**src/rtl/hws_pkg.sv**
```systemverilog
package hws_pkg;
  localparam int unsigned HWS_WORD_W = 112;
  localparam int unsigned HWS_DATA_W = 11;
  localparam logic [10:0] HWS_LEGACY_EMPTY = 11'h7FD;

  typedef enum logic [1:0] {
    SEG_IDLE = 2'd0,
    SEG_SEND = 2'd1,
    SEG_GAP  = 2'd2
  } seg_state_e;
endpackage

```
**src/rtl/hws_len_norm.sv**
```systemverilog
module hws_len_norm #(
  parameter int unsigned LEN_W    = 4,
  parameter int unsigned MIN_PKTS = 2,
  parameter int unsigned MAX_PKTS = 11
) (
  input  logic [LEN_W-1:0] len_raw,
  input  logic             empty,
  output logic [LEN_W-1:0] last_idx
);
  localparam logic [LEN_W-1:0] MIN_L = LEN_W'(MIN_PKTS);
  localparam logic [LEN_W-1:0] MAX_L = LEN_W'(MAX_PKTS);

  always_comb begin
    if (empty) begin
      last_idx = '0;
    end else if (len_raw < MIN_L) begin
      last_idx = MIN_L - 1'b1;
    end else if (len_raw > MAX_L) begin
      last_idx = MAX_L - 1'b1;
    end else begin
      last_idx = len_raw - 1'b1;
    end
  end
endmodule

```
**src/rtl/hws_pkt_shift.sv**
```systemverilog
module hws_pkt_shift #(
  parameter int unsigned WORD_W = 112,
  parameter int unsigned DATA_W = 11,
  parameter int unsigned SLOTS  = 11
) (
  input  logic              clk,
  input  logic              rst_n,
  input  logic              load,
  input  logic              advance,
  input  logic [WORD_W-1:0] word_in,
  output logic [DATA_W-1:0] head
);
  localparam int unsigned PAD_W = SLOTS * DATA_W;

  logic [PAD_W-1:0] padded;
  logic [PAD_W-1:0] sh_q;
  logic [PAD_W-1:0] sh_n;

  generate
    if (PAD_W > WORD_W) begin : g_pad
      assign padded = {word_in, {(PAD_W - WORD_W){1'b0}}};
    end else begin : g_exact
      assign padded = word_in[WORD_W-1 -: PAD_W];
    end
  endgenerate

  always_comb begin
    sh_n = sh_q;
    if (load) begin
      sh_n = padded;
    end else if (advance) begin
      sh_n = sh_q << DATA_W;
    end
  end

  always_ff @(posedge clk or negedge rst_n) begin
    if (!rst_n) begin
      sh_q <= '0;
    end else if (load || advance) begin
      sh_q <= sh_n;
    end
  end

  assign head = sh_q[PAD_W-1 -: DATA_W];

  // the first slot after a load is the top of the offered word
  a_r3_head_after_load: assert property (@(posedge clk) disable iff (!rst_n)
    load |=> head == $past(word_in[WORD_W-1 -: DATA_W]));

  // nothing but a load or an advance moves the slot on
  a_r9_head_held: assert property (@(posedge clk) disable iff (!rst_n)
    (!load && !advance) |=> $stable(head));
endmodule

```
**src/rtl/hws_ctrl.sv**
```systemverilog
module hws_ctrl
  import hws_pkg::*;
#(
  parameter int unsigned LEN_W = 4,
  parameter int unsigned SLOTS = 11
) (
  input  logic             clk,
  input  logic             rst_n,
  input  logic             in_valid,
  input  logic             in_empty,
  input  logic [LEN_W-1:0] last_idx_in,
  output logic             in_ready,
  output logic             load,
  output logic             advance,
  output logic             pkt_we,
  output logic             pkt_stop,
  output logic             empty_q
);
  localparam logic [LEN_W-1:0] TOP_IDX = LEN_W'(SLOTS - 1);

  seg_state_e       state_q, state_n;
  logic [LEN_W-1:0] cnt_q, cnt_n;
  logic [LEN_W-1:0] last_q, last_n;
  logic             empty_n;

  assign in_ready = rst_n && (state_q != SEG_SEND);
  assign load     = in_ready && in_valid;
  assign pkt_we   = (state_q == SEG_SEND);
  assign pkt_stop = pkt_we && (cnt_q == last_q);
  assign advance  = pkt_we && !pkt_stop;

  always_comb begin
    state_n = state_q;
    cnt_n   = cnt_q;
    last_n  = last_q;
    empty_n = empty_q;
    case (state_q)
      SEG_SEND: begin
        if (pkt_stop) begin
          state_n = SEG_GAP;
        end else begin
          cnt_n = cnt_q + 1'b1;
        end
      end
      default: begin
        if (load) begin
          state_n = SEG_SEND;
          cnt_n   = '0;
          last_n  = last_idx_in;
          empty_n = in_empty;
        end else begin
          state_n = SEG_IDLE;
        end
      end
    endcase
  end

  always_ff @(posedge clk or negedge rst_n) begin
    if (!rst_n) begin
      state_q <= SEG_IDLE;
      cnt_q   <= '0;
      last_q  <= '0;
      empty_q <= 1'b0;
    end else begin
      state_q <= state_n;
      cnt_q   <= cnt_n;
      if (load) begin
        last_q  <= last_n;
        empty_q <= empty_n;
      end
    end
  end

  // a record never runs past the last slot of the word
  a_r4_count_bound: assert property (@(posedge clk) disable iff (!rst_n)
    pkt_we |-> (cnt_q <= last_q) && (last_q <= TOP_IDX));

  // a packet without stop is always followed by another packet
  a_r5_no_early_end: assert property (@(posedge clk) disable iff (!rst_n)
    (pkt_we && !pkt_stop) |=> pkt_we);
endmodule

```
**src/rtl/hit_word_segmenter.sv**
```systemverilog
module hit_word_segmenter
  import hws_pkg::*;
#(
  parameter int unsigned WORD_W   = HWS_WORD_W,
  parameter int unsigned DATA_W   = HWS_DATA_W,
  parameter int unsigned LEN_W    = 4,
  parameter int unsigned MIN_PKTS = 2
) (
  input  logic              clk,
  input  logic              rst_n,
  input  logic              in_valid,
  output logic              in_ready,
  input  logic [WORD_W-1:0] in_word,
  input  logic [LEN_W-1:0]  in_len,
  input  logic              in_empty,
  input  logic              cfg_legacy_empty,
  output logic              pkt_we,
  output logic [DATA_W:0]   pkt_data
);
  localparam int unsigned SLOTS = (WORD_W + DATA_W - 1) / DATA_W;
  localparam logic [DATA_W-1:0] EMPTY_CODE = DATA_W'(HWS_LEGACY_EMPTY);

  logic [1:0]        rst_pipe;
  logic              rst_sync;
  logic [LEN_W-1:0]  last_idx;
  logic              load;
  logic              advance;
  logic              pkt_stop;
  logic              empty_q;
  logic [DATA_W-1:0] head;
  logic [DATA_W-1:0] code_q;

  always_ff @(posedge clk or negedge rst_n) begin
    if (!rst_n) begin
      rst_pipe <= '0;
    end else begin
      rst_pipe <= {rst_pipe[0], 1'b1};
    end
  end
  assign rst_sync = rst_pipe[1];

  hws_len_norm #(
    .LEN_W(LEN_W), .MIN_PKTS(MIN_PKTS), .MAX_PKTS(SLOTS)
  ) u_len (
    .len_raw(in_len), .empty(in_empty), .last_idx(last_idx)
  );

  hws_ctrl #(
    .LEN_W(LEN_W), .SLOTS(SLOTS)
  ) u_ctrl (
    .clk(clk), .rst_n(rst_sync), .in_valid(in_valid), .in_empty(in_empty),
    .last_idx_in(last_idx), .in_ready(in_ready), .load(load),
    .advance(advance), .pkt_we(pkt_we), .pkt_stop(pkt_stop), .empty_q(empty_q)
  );

  hws_pkt_shift #(
    .WORD_W(WORD_W), .DATA_W(DATA_W), .SLOTS(SLOTS)
  ) u_shift (
    .clk(clk), .rst_n(rst_sync), .load(load), .advance(advance),
    .word_in(in_word), .head(head)
  );

  always_ff @(posedge clk or negedge rst_sync) begin
    if (!rst_sync) begin
      code_q <= '0;
    end else if (load) begin
      code_q <= cfg_legacy_empty ? EMPTY_CODE : '0;
    end
  end

  assign pkt_data = {pkt_stop, (empty_q ? code_q : head)};

  // an accepted word shows its first packet on the next cycle
  a_r2_first_packet: assert property (@(posedge clk) disable iff (!rst_sync)
    (in_valid && in_ready) |=> pkt_we);

  // no second word is taken while the first is being sent
  a_r8_ready_drops: assert property (@(posedge clk) disable iff (!rst_sync)
    (in_valid && in_ready) |=> !in_ready);

  // the stop packet is always followed by a cycle without write enable
  a_r6_gap_after_stop: assert property (@(posedge clk) disable iff (!rst_sync)
    (pkt_we && pkt_data[DATA_W]) |=> !pkt_we);

  // an empty marker is a single packet carrying the stop flag
  a_r7_empty_single: assert property (@(posedge clk) disable iff (!rst_sync)
    (in_valid && in_ready && in_empty) |=> pkt_we && pkt_data[DATA_W]);
endmodule

```
**config.mk**
```make
export PLATFORM = sky130hd
export DESIGN_NAME = hit_word_segmenter
export DESIGN_NICKNAME = d
export VERILOG_FILES = /design/src/rtl/hws_pkg.sv /design/src/rtl/hws_len_norm.sv /design/src/rtl/hws_pkt_shift.sv /design/src/rtl/hws_ctrl.sv /design/src/rtl/hit_word_segmenter.sv
export SDC_FILE = /design/constraint.sdc
export NUM_CORES = 1
export LEC_CHECK = 0
export BUFFER_PORTS_ARGS = -buffer_cell sky130_fd_sc_hd__buf_2
export CAP_MARGIN = 20
export CORE_ASPECT_RATIO = 0.5
export CORE_MARGIN = 5
export CORE_UTILIZATION = 38
export CTS_CLUSTER_SIZE = 10
export DETAILED_ROUTE_END_ITERATION = 7
export GPL_ROUTABILITY_DRIVEN = 0
export SLEW_MARGIN = 40
export SYNTH_ARGS = -nofsm -noshare
export SYNTH_HDL_FRONTEND = slang
export SYNTH_HIERARCHICAL = 1
export SYNTH_SLANG_ARGS = --single-unit
```
**constraint.sdc**
```tcl
create_clock -name clk -period 6.94 [get_ports clk]
set_clock_uncertainty 0.2 [all_clocks]
set_input_delay 1.388 -clock clk [delete_from_list [all_inputs] [get_ports clk]]
set_output_delay 1.388 -clock clk [all_outputs]
set_load 0.05 [all_outputs]
```
# After elaboration in Yosys (flattened, before gate mapping)
# Index checks and enable logic that the tools add are counted.
# totals
register_bits,145
input_bits,121
out_inout_bits,14
word_cells,41
# classes
add_sub_neg,2
magnitude_cmp,2
eq_ne,5
n_mux,13
bitwise_logic,1
reduce_logical,11
# ops
op,count
2-to-1 mux 121 bit,2
2-to-1 mux 4 bit,6
2-to-1 mux 11 bit,2
AND reduction 2 bit,3
"adder 4 x 1 -> 4 bit, second input constant",1
== test 4 bit,1
"greater-than comparator 4 bit, second input constant",1
logical AND 1 bit,4
"less-than comparator 4 x 2 -> 1 bit, second input constant",1
2-to-1 mux 2 bit,2
"inequality test 2 bit, second input constant",2
nonzero test 2 bit,2
"subtractor 4 x 1 -> 4 bit, second input constant",1
"== test 2 x 1 -> 1 bit, second input constant",1
"inequality test 2 x 1 -> 1 bit, second input constant",1
logical NOT 1 bit,1
logical OR 1 bit,1
2-to-1 mux 1 bit,1
inverter 1 bit,1

# Depth between registers and ports, before layout
# Gate-level depths: netlist of the first run.
# logic_depth
depth_word,6
ltp_mapped,9

# Hierarchy
# Netlist of the first run, hierarchy kept.
# modules_own_cells
mod,n_inst,cells_each,area_per_inst_um2,seq_area_each_um2
hws_pkt_shift,1,497,5252.5,2802.7
hws_ctrl,1,47,569.3,275.3
hit_word_segmenter,1,19,269.0,75.1
hws_len_norm,1,14,80.1,0.0

# Worst setup path after synthesis of the first run
# Ideal clock, no wire load.
# synth_timing
kind,flip-flop to output port
startpoint,register rst_pipe[1]
endpoint,output port in_ready
t_arrival_ns,3.700
required_time_ns,5.352
path_slack_ns,1.652
stages_incl_launch_ff,2
path_buffers,0
cell_sequence,dfrtp_1 -> and2_1
# synth_between
elab_chain_len,1
# synth_lines
item,line,text
"start, declared",hit_word_segmenter.sv:23,logic [1:0] rst_pipe;
"start signal, assigned",hit_word_segmenter.sv:37,"rst_pipe <= {rst_pipe[0], 1'b1};"
logical AND 1 bit,hws_ctrl.sv:26,assign in_ready = rst_n && (state_q != SEG_SEND);
"end, declared",hit_word_segmenter.sv:12,"output logic in_ready,"
# No other way between the ends.

# Final worst setup path of the first run
# layout_timing
startpoint,register u_ctrl.cnt_q[0]
endpoint,output port pkt_data[11]
# layout_between
elab_chain_len,2
# layout_lines
item,line,text
"start, declared",hws_ctrl.sv:22,"logic [LEN_W-1:0] cnt_q, cnt_n;"
"start signal, assigned",hws_ctrl.sv:66,cnt_q <= cnt_n;
== test 4 bit,hws_ctrl.sv:29,assign pkt_stop = pkt_we && (cnt_q == last_q);
logical AND 1 bit,hws_ctrl.sv:29,
"end, declared",hit_word_segmenter.sv:18,output logic [DATA_W:0] pkt_data
# No other way between the ends.

==> impl_metrics.toml, run 1 <==
[grt]
grt_start_max_net_pins = 108
grt_pass1_vias = 4529
grt_overflow = 0
antenna_found_initial = 0
grt_pass1_wl_um = 23310
track_usage_pct = 15.33

[clock_network]
numCtsBuffers = 17
ctsHoldBuffers = 0
ctsLongestPathBuffers = 2
cts_tree = "yes"
cts_max_level = 4
clkTransAtPathRegs_ps = 60
cts_resized = 0
cts_sinks = 126
clk_latency_ps = 400
cts_setup_buffers = 0
cts-root-buf = "clkbuf_16"

[setup_path]
critPathRequiredTime_ps = 5350
cp-start-kind = "flop"
arrival_ps = 1780
criticalPathCategory = "flop to primary output"
worstPathMaxFanout = 3
end_kind = "primary output"

[route]
wl_per_cell_um = 15.57
route.met2.wl_um = 6706
ant_nets = 0
vias_per_cell = 4.772
top_layer = "met4"
dr.pass1.iters = 4
wl_um = 14250
m1WireLength_um = 6808
vias = 4366
drt_iter0_drc = 163
drc = 0
route.met3.wl_um = 548

[pwr]
powerDensity_nw_per_um2 = 538.3
intPower_mw = 2.447
seq_power_share_pct = 33.9
power_switching_mw = 1.524
clockPowerShare_pct = 23.6
cellLeakagePower_nw = 3.415
irDropWorstVdd_v = 0.0002920
swShare_pct = 38.38
combinationalPowerShare_pct = 42.5

[synth]
yosysUniqueCellTypes = 38
avgSynthCellArea_um2 = 10.69
netlist_area_um2 = 6171
synth.net_count = 700
synth_seq_cells = 126
synthCells = 577
yosysSeqAreaShare_pct = 51.09
yosys_warnings = 6

[cells_and_area]
syn_to_final_growth_pct = 19.57
fin_nets = 805
drive_gt1_share_pct = 27.67
instances_no_fill = 915
antenna_cells = 0

[hold_path]
hold_path_class = "flop to flop"

[timing]
setup_tns_ps = 0
hold_ws_ps = 153.1
hold_violations = 0
min_period_ps = 3370
rsz0062_at_grt = "no"
tightest_slew_ps = 749.0
timing.fmax_mhz = 296.7
maxSlewHeadroom_pct = 50.06
period_share_pct = 48.56
final_max_slew_viol_count = 0
setup_viol = 0

[job]
maxCapViolCount = 0

[floorplan]
dieHeight_um = 100.1
row_count = 32
num_io_pins = 135
die_w_um = 190.2
start_util_pct = 39.42
die_area_um2 = 19040
coreArea_um2 = 15660

[place]
post-place-cells = 884
hpwl_um = 9878
port_buffers = 134

[status]
outcome = "completed"
## registers in the layout, summed over array words and instances (netlist names)
name,flops
u_shift/sh_q,112
u_ctrl/cnt_q,4
u_ctrl/last_q,4
rst_pipe,2
u_ctrl/state_q,2
code_q,1
u_ctrl/empty_q,1
## cell type report
class / count / area, um2
clock buffer: 19 / 452.9
clock inverter: 12 / 167.7
fill: 1530 / 8277
inverter: 8 / 30.03
multi-input combinational: 389 / 2564
sequential: 126 / 3157
tap: 221 / 276.5
timing repair buffer: 140 / 730.7
## logic make-up (layout without fill, tap and decap cells)
logic type,after synthesis,count (layout),synth area share (%)
compound gates,123,123,10.50
xor+xnor,4,4,0.6895
fa+ha+maj,2,2,0.4055
buf+inv,62,179,7.542
flops,126,126,51.09
mux,117,117,19.85
other cells,1,1,0.06077
simple gates,142,142,9.854
## Yosys cell counts
master / count / area share [%]
dfrtp_1: 126 / 51
nand2_1: 115 / 7.0
mux2i_1: 101 / 16
o21ai_1: 69 / 5.6
o21ai_0: 43 / 3.5
buf_4: 18 / 2.2
buf_2: 14 / 1.1
clkbuf_1: 11 / 0.67
nand2b_1: 11 / 1.1
mux2_4: 9 / 2.2
buf_12: 7 / 2.3
inv_1: 7 / 0.43
mux2_1: 5 / 0.91
nor3_1: 4 / 0.32
a21oi_1: 3 / 0.24
buf_6: 3 / 0.55
nor2_1: 3 / 0.18
xnor2_1: 3 / 0.43
a211oi_1: 2 / 0.24
ha_1: 2 / 0.41
mux2_2: 2 / 0.36
nor3b_1: 2 / 0.24
o21ai_2: 2 / 0.28
a31o_1: 1 / 0.14
a41oi_2: 1 / 0.26
and2_1: 1 / 0.10
and2b_2: 1 / 0.14
and3_4: 1 / 0.18
buf_8: 1 / 0.24
conb_1: 1 / 0.061
inv_2: 1 / 0.061
nand2b_4: 1 / 0.22
nand4_1: 1 / 0.10
o211ai_1: 1 / 0.12
o31ai_1: 1 / 0.12
or2_4: 1 / 0.14
or3_1: 1 / 0.10
xnor2_2: 1 / 0.26
## path summary, 6_finish.rpt
| kind | start | endpoint | slack, ps | depth (start not counted) |
|---|---|---|---|---|
| max | u_ctrl/cnt_q[0] | pkt_data[11] | 3570 | 4 |
| min | rst_pipe[0] | rst_pipe[1] | 150 | 0 |
| max reg2reg | u_ctrl/cnt_q[2] | u_shift/sh_q[29] | 4170 | 6 |
| min reg2reg | rst_pipe[0] | rst_pipe[1] | 150 | 0 |
| max in group asynchronous | rst_pipe[1] | u_shift/sh_q[57] | 5290 | 1 |
| min in group asynchronous | rst_pipe[1] | u_shift/sh_q[63] | 160 | 0 |
## power groups by stage
stage               logic [mW]  clock network (mW)  registers (mW)
floorplan                 1.69                   0            1.24
global placement          1.67                   0            1.35
detailed placement        1.70                   0            1.36
CTS                       1.71               0.956            1.35
global route              1.87               0.990            1.40
finish                    1.69               0.939            1.34
## metal layers
| metal | vias to the layer above | GRT usage, % |
|---|---|---|
| li1 | 2171 | - |
| met1 | 2111 | 21.27 |
| met2 | 71 | 24.40 |
| met3 | 13 | 3.231 |
| met4 | 0 | 4.799 |
| met5 | - | 0 |
## worst max-delay path: stages, from the launching register on
cell,delay (ps)
dfrtp_1,410
xnor2_1,300
nand4_1,220
nor2_1,170
buf_2,280
## cells in the final DEF (no fill, tap or decap), types with 2 or more instances in the layout
master | synthesis | routed
nand2b_1 | 11 | 11
mux2_4 | 9 | 9
nor3b_1 | 2 | 2
clkbuf_8 | 0 | 2
nor3_1 | 4 | 4
a211oi_1 | 2 | 2
buf_2 | 14 | 134
mux2_2 | 2 | 2
buf_4 | 18 | 2
dfrtp_1 | 126 | 125
nor2_1 | 3 | 3
mux2i_1 | 101 | 101
o21ai_0 | 43 | 43
clkinvlp_4 | 0 | 3
clkinv_2 | 0 | 5
nand2_1 | 115 | 115
mux2_1 | 5 | 5
ha_1 | 2 | 2
inv_1 | 7 | 7
buf_6 | 3 | 4
clkbuf_16 | 0 | 17
xnor2_1 | 3 | 3
o21ai_1 | 69 | 69
bufinv_16 | 0 | 4
a21oi_1 | 3 | 3
o21ai_2 | 2 | 2
## per-stage QoR
step                setup slack [ps]  power [mW]  cell area (um2)  utilization (%)
finish                          3570       3.971             7378            47.13
floorplan                       1652       2.930             6171                -
global placement                3567       3.021             6743            43.07
global route                    3434       4.254             7378            47.13
detailed placement              3560       3.064             6746            43.09
CTS                             3538       4.012             7367            47.06
Note: power is estimated with default switching activity, not from simulation.
==> run 2: changes to the inputs <==
clock period = 2.9 ns   (was 6.94 ns; I/O delays follow)
==> run 2 against run 1 <==
Effect of this change: hold slack worse by 7.2 ps; via count is 0.18% lower; cell area grew 0.78%.
==> impl_metrics.toml, run 2 (synthesis results as in run 1) <==
[grt]
grt_pass1_wl_um = 23070
antenna_found_initial = 0
track_usage_pct = 15.32
grt_start_max_net_pins = 93
grt_overflow = 0
grt_pass1_vias = 4561

[setup_path]
arrival_ps = 1770
criticalPathCategory = "flop to primary output"
cp-start-kind = "flop"
end_kind = "primary output"
worstPathMaxFanout = 12
critPathRequiredTime_ps = 2120

[timing]
period_share_pct = 87.91
min_period_ps = 2550
maxSlewHeadroom_pct = 57.21
rsz0062_at_grt = "no"
setup_tns_ps = 0
final_max_slew_viol_count = 0
timing.fmax_mhz = 392.2
hold_violations = 0
setup_viol = 0
hold_ws_ps = 145.9
tightest_slew_ps = 641.9

[floorplan]
num_io_pins = 135
coreArea_um2 = 15660
start_util_pct = 39.42
row_count = 32
dieHeight_um = 100.1
die_area_um2 = 19040
die_w_um = 190.2

[cells_and_area]
nFillCells = 1502
largest_reg_flops = 112
regMostFlops = "u_shift/sh_q"
drive_gt1_share_pct = 27.90
syn_to_final_growth_pct = 20.50
antenna_cells = 0
final_common_cell = "buf_2"
fin_nets = 809
reg_top3 = "u_shift/sh_q: 112 flops, u_ctrl/cnt_q: 4 flops, u_ctrl/last_q: 4 flops"
final_cell_mix = "buf_2 (134), dfrtp_1 (125), nand2_1 (115), mux2i_1 (101), o21ai_1 (69)"
instances_no_fill = 920
final_area_um2 = 7436

[pwr]
irDropWorstVdd_v = 0.0009181
p_total_mw = 9.525
cellLeakagePower_nw = 3.440
powerDensity_nw_per_um2 = 1281

[route]
vias_per_cell = 4.737
vias = 4358
wl_um = 14240
drc = 0
dr.pass1.iters = 4
ant_nets = 0
drt_iter0_drc = 150
wl_per_cell_um = 15.48

[clock_network]
cts_max_level = 4
clkTransAtPathRegs_ps = 60
numCtsBuffers = 17
cts_tree = "yes"
cts_sinks = 126
ctsLongestPathBuffers = 2
cts-root-buf = "clkbuf_16"
clk_latency_ps = 410
cts_setup_buffers = 0

[place]
dpl-instance-area_um2 = 6815
hpwl_um = 10100
port_buffers = 134
post-place-cells = 887

[job]
maxCapViolCount = 0

[hold_path]
hold_path_class = "flop to flop"

[status]
outcome = "completed"
[run 2: worst max-delay path: stages, from the launching register on]
cell and delay [ps]:
dfrtp_1 750, mux2_2 400, buf_2 210
[run 2: report_power, final]
group	leakage [nW]	switching (mW)	internal [mW]
combinational	1.56	2.28	1.83
clock	0.296	0.840	1.37
sequential	1.58	0.602	2.61
total	3.44	3.72	5.81
[run 2: layout make-up]
class                           instances  area (um2)  share of cell area (%)
Clock buffer                           18       429.2                   5.772
Inverter                                8       30.03                  0.4038
Timing Repair Buffer                  144       798.3                   10.74
Sequential cell                       126        3157                   42.45
Clock inverter                         14       181.4                   2.440
Multi-Input combinational cell        389        2564                   34.48
Tap cell                              221       276.5                   3.719
[run 2: worst paths after layout]
kind | start | end | slack, ps | cells past startpoint
worst min register to register | rst_pipe[0] | rst_pipe[1] | 150 | 0
worst min-delay path | rst_pipe[0] | rst_pipe[1] | 150 | 0
worst max register to register | u_ctrl/cnt_q[2] | u_shift/sh_q[57] | 820 | 5
min in group asynchronous | rst_pipe[1] | u_shift/sh_q[13] | 200 | 1
max in group asynchronous | rst_pipe[1] | u_shift/sh_q[114] | 1230 | 2
worst max-delay path | u_ctrl/empty_q | pkt_data[9] | 350 | 2
[run 2: timing repair]
| action | CTS | global route |
|---|---|---|
| endpoints found under the hold margin | 2 | 0 |
| hold buffers | 1 | 0 |
| gates resized for setup | 0 | 0 |
[run 2: stage by stage]
| stage | worst slack [ps] | util [%] |
|---|---|---|
| after floorplan | 192.2 | - |
| after global placement | 801.4 | 43.53 |
| after detailed placement | 782.3 | 43.53 |
| after CTS | 333.0 | 47.50 |
| after global routing | 219.8 | 47.50 |
| final | 350.5 | 47.50 |
[run 2: layer usage]
layer | vias up | part of all wire, % | track usage [%]
met1 | 2082 | 49 | 21.32
met3 | 10 | 3.5 | 3.718
met4 | 0 | 0.91 | 4.633
met5 | - | 0 | 0
met2 | 69 | 47 | 23.97
li1 | 2197 | - | -
==> run 3: changes to the inputs <==
SETUP_SLACK_MARGIN = 0.05   (was default)
clock period = 2.3 ns   (was 2.9 ns; I/O delays follow)
==> run 3 against run 2 <==
Effect of this change: setup slack got worse by 240 ps; register-to-register slack got worse by 630 ps; global-route usage rose by 0.14 points; routed wire length rose by 0.93%; sequential power rose by 27%; sequential share of layout area fell by 0.93 points; total power rose by 34%; combinational power rose by 39%; sequential cell count did not move; cell count rose by 0.65%; die area did not move; critical path type unchanged; largest cell class unchanged; largest power group unchanged.
==> impl_metrics.toml, run 3 (synthesis results as in run 1) <==
[timing]
setup_viol = 0
period_share_pct = 94.99
tightest_slew_ps = 680.5
setup_ws_ps = 115.2
timing.fmax_mhz = 457.7
min_period_ps = 2185
final_max_slew_viol_count = 0
hold_violations = 0
maxSlewHeadroom_pct = 54.63
rsz0062_at_grt = "yes"

[clock_network]
cts_max_level = 4
cts-root-buf = "clkbuf_16"
clkTransAtPathRegs_ps = 60
cts_sinks = 126
numCtsBuffers = 17
clk_latency_ps = 400
cts_tree = "yes"
ctsLongestPathBuffers = 2

[floorplan]
dieHeight_um = 100.1
die_w_um = 190.2
num_io_pins = 135
coreArea_um2 = 15660
start_util_pct = 39.42
row_count = 32
die_area_um2 = 19040

[place]
hpwl_um = 10140
post-place-ws_ps = 291.5
port_buffers = 134

[route]
vias = 4375
ant_nets = 0
vias_per_cell = 4.725
wl_um = 14370
drc = 0
drt_iter0_drc = 201
wl_per_cell_um = 15.52
dr.pass1.iters = 4

[grt]
grt_overflow = 0
grt_pass1_vias = 4512
antenna_found_initial = 0
grt_pass1_wl_um = 23130
track_usage_pct = 15.46
grt_start_max_net_pins = 125

[cells_and_area]
regMostFlops = "u_shift/sh_q"
reg_top3 = "u_shift/sh_q: 112 flops, u_ctrl/cnt_q: 4 flops, u_ctrl/last_q: 4 flops"
drive_gt1_share_pct = 29.36
seq_area_um2 = 3161
antenna_cells = 0
syn_to_final_growth_pct = 23.36
multi_input_area_um2 = 2587
fin_nets = 816
final_cell_mix = "buf_2 (133), dfrtp_1 (124), nand2_1 (115), o21ai_1 (108), mux2i_1 (101)"
nFillCells = 1484
final_common_cell = "buf_2"
largest_reg_flops = 112

[status]
outcome = "completed"

[setup_path]
crit_path_max_incr_delay_ps = 550
path_cells = "mux2_2, buf_2"
end_kind = "primary output"
critPathRequiredTime_ps = 1640
r2r_end = "u_shift/sh_q[49]"
path_delay_family = "flip-flops"
criticalPathCategory = "flop to primary output"
arrival_ps = 1520
rr_startpoint = "u_ctrl/cnt_q[2]"
critPathSlowestCell = "dfrtp_4"
worstPathMaxFanout = 12
r2r_setup_slack_ps = 190
cp-startpoint = "u_ctrl/empty_q"
path_buf_inv = 1
r2r_cells = 7
cp-start-kind = "flop"

[hold_path]
min_to = "u_shift/sh_q[39]"
hold_depth = 3
min_from = "in_word[30]"
hold_path_class = "primary input to flop"

[pwr]
seq_power_share_pct = 32.0
intPower_mw = 7.942
cellLeakagePower_nw = 3.521
p_total_mw = 12.74
combinationalPowerShare_pct = 44.8
irDropWorstVdd_v = 0.0008284
clockPowerShare_pct = 23.2
swShare_pct = 37.65
powerDensity_nw_per_um2 = 1673
power_switching_mw = 4.795

[job]
maxCapViolCount = 0
[run 3: changes by cell type in the layout (fill, tap and decap cells not counted), sizes merged]
cell	before	now
buf	143	150
bufinv	3	5
clkinv	5	2
clkinvlp	1	4
inv	13	10
[run 3: worst max path at each step]
| stage | to | slack [ps] | depth (start not counted) |
|---|---|---|---|
| after floorplan | u_shift/sh_q[107] | -200 | 6 |
| after global placement | pkt_data[9] | 320 | 2 |
| after detailed placement | pkt_data[9] | 290 | 2 |
| after CTS | pkt_data[11] | 60 | 4 |
| after global routing | pkt_data[11] | 50 | 4 |
| final | pkt_data[9] | 120 | 2 |
[run 3: cell type report]
class	instances	area share [%]
clock buffer	18	5.769
sequential	126	41.52
tap	221	3.632
clock inverter	13	2.778
timing repair buffer	151	11.92
inverter	8	0.3945
multi-input combinational	389	33.99
[run 3: tightest hold or removal path, delay by kind of cell]
| family | cells | cell delay [ps] |
|---|---|---|
| buf+inv | 1 | 70 |
| compound gates | 1 | 60 |
| simple gates | 1 | 40 |
[run 3: what timing repair did]
action | in CTS | in global routing
pin swaps | 5 | 2
hold buffers | 1 | 0
gates resized for setup | 7 | 0
endpoints found under the setup margin | 12 | 1
buffers inserted | 3 | 2
endpoints found under the hold margin | 2 | 0
[run 3: per-stage QoR]
| stage | TNS, ps | instances | hold WS (ps) | utilization (%) | area (um2) |
|---|---|---|---|---|---|
| 2_1_floorplan | -21880 | 577 | -35.59 | - | 6324 |
| 3_3_place_gp | 0 | 889 | 50.36 | 43.96 | 6882 |
| 3_5_place_dp | 0 | 889 | 50.26 | 43.96 | 6882 |
| 4_1_cts | 0 | 924 | 44.40 | 48.53 | 7597 |
| 5_1_grt | 0 | 926 | 54.73 | 48.63 | 7612 |
| 6_report | 0 | 926 | 63.08 | 48.63 | 7612 |
[run 3: metal layers]
metal | vias to the layer above | global-route usage (%) | wire [um] | share of wire (%)
met1 | 2079 | 21.72 | 7005 | 49
met2 | 79 | 24.32 | 6690 | 47
met5 | - | 0 | 0 | 0
met4 | 0 | 4.523 | 126 | 0.88
li1 | 2207 | - | - | -
met3 | 10 | 3.336 | 548 | 3.8
[run 3: power groups by stage]
| stage | combinational (mW) | clock [mW] | sequential (mW) |
|---|---|---|---|
| final | 5.71 | 2.96 | 4.07 |
| after global routing | 6.26 | 3.13 | 4.20 |
| after CTS | 5.71 | 3.02 | 4.09 |
| after detailed placement | 5.59 | 0 | 4.10 |
| after global placement | 5.48 | 0 | 4.07 |
| after floorplan | 5.33 | 0 | 3.74 |
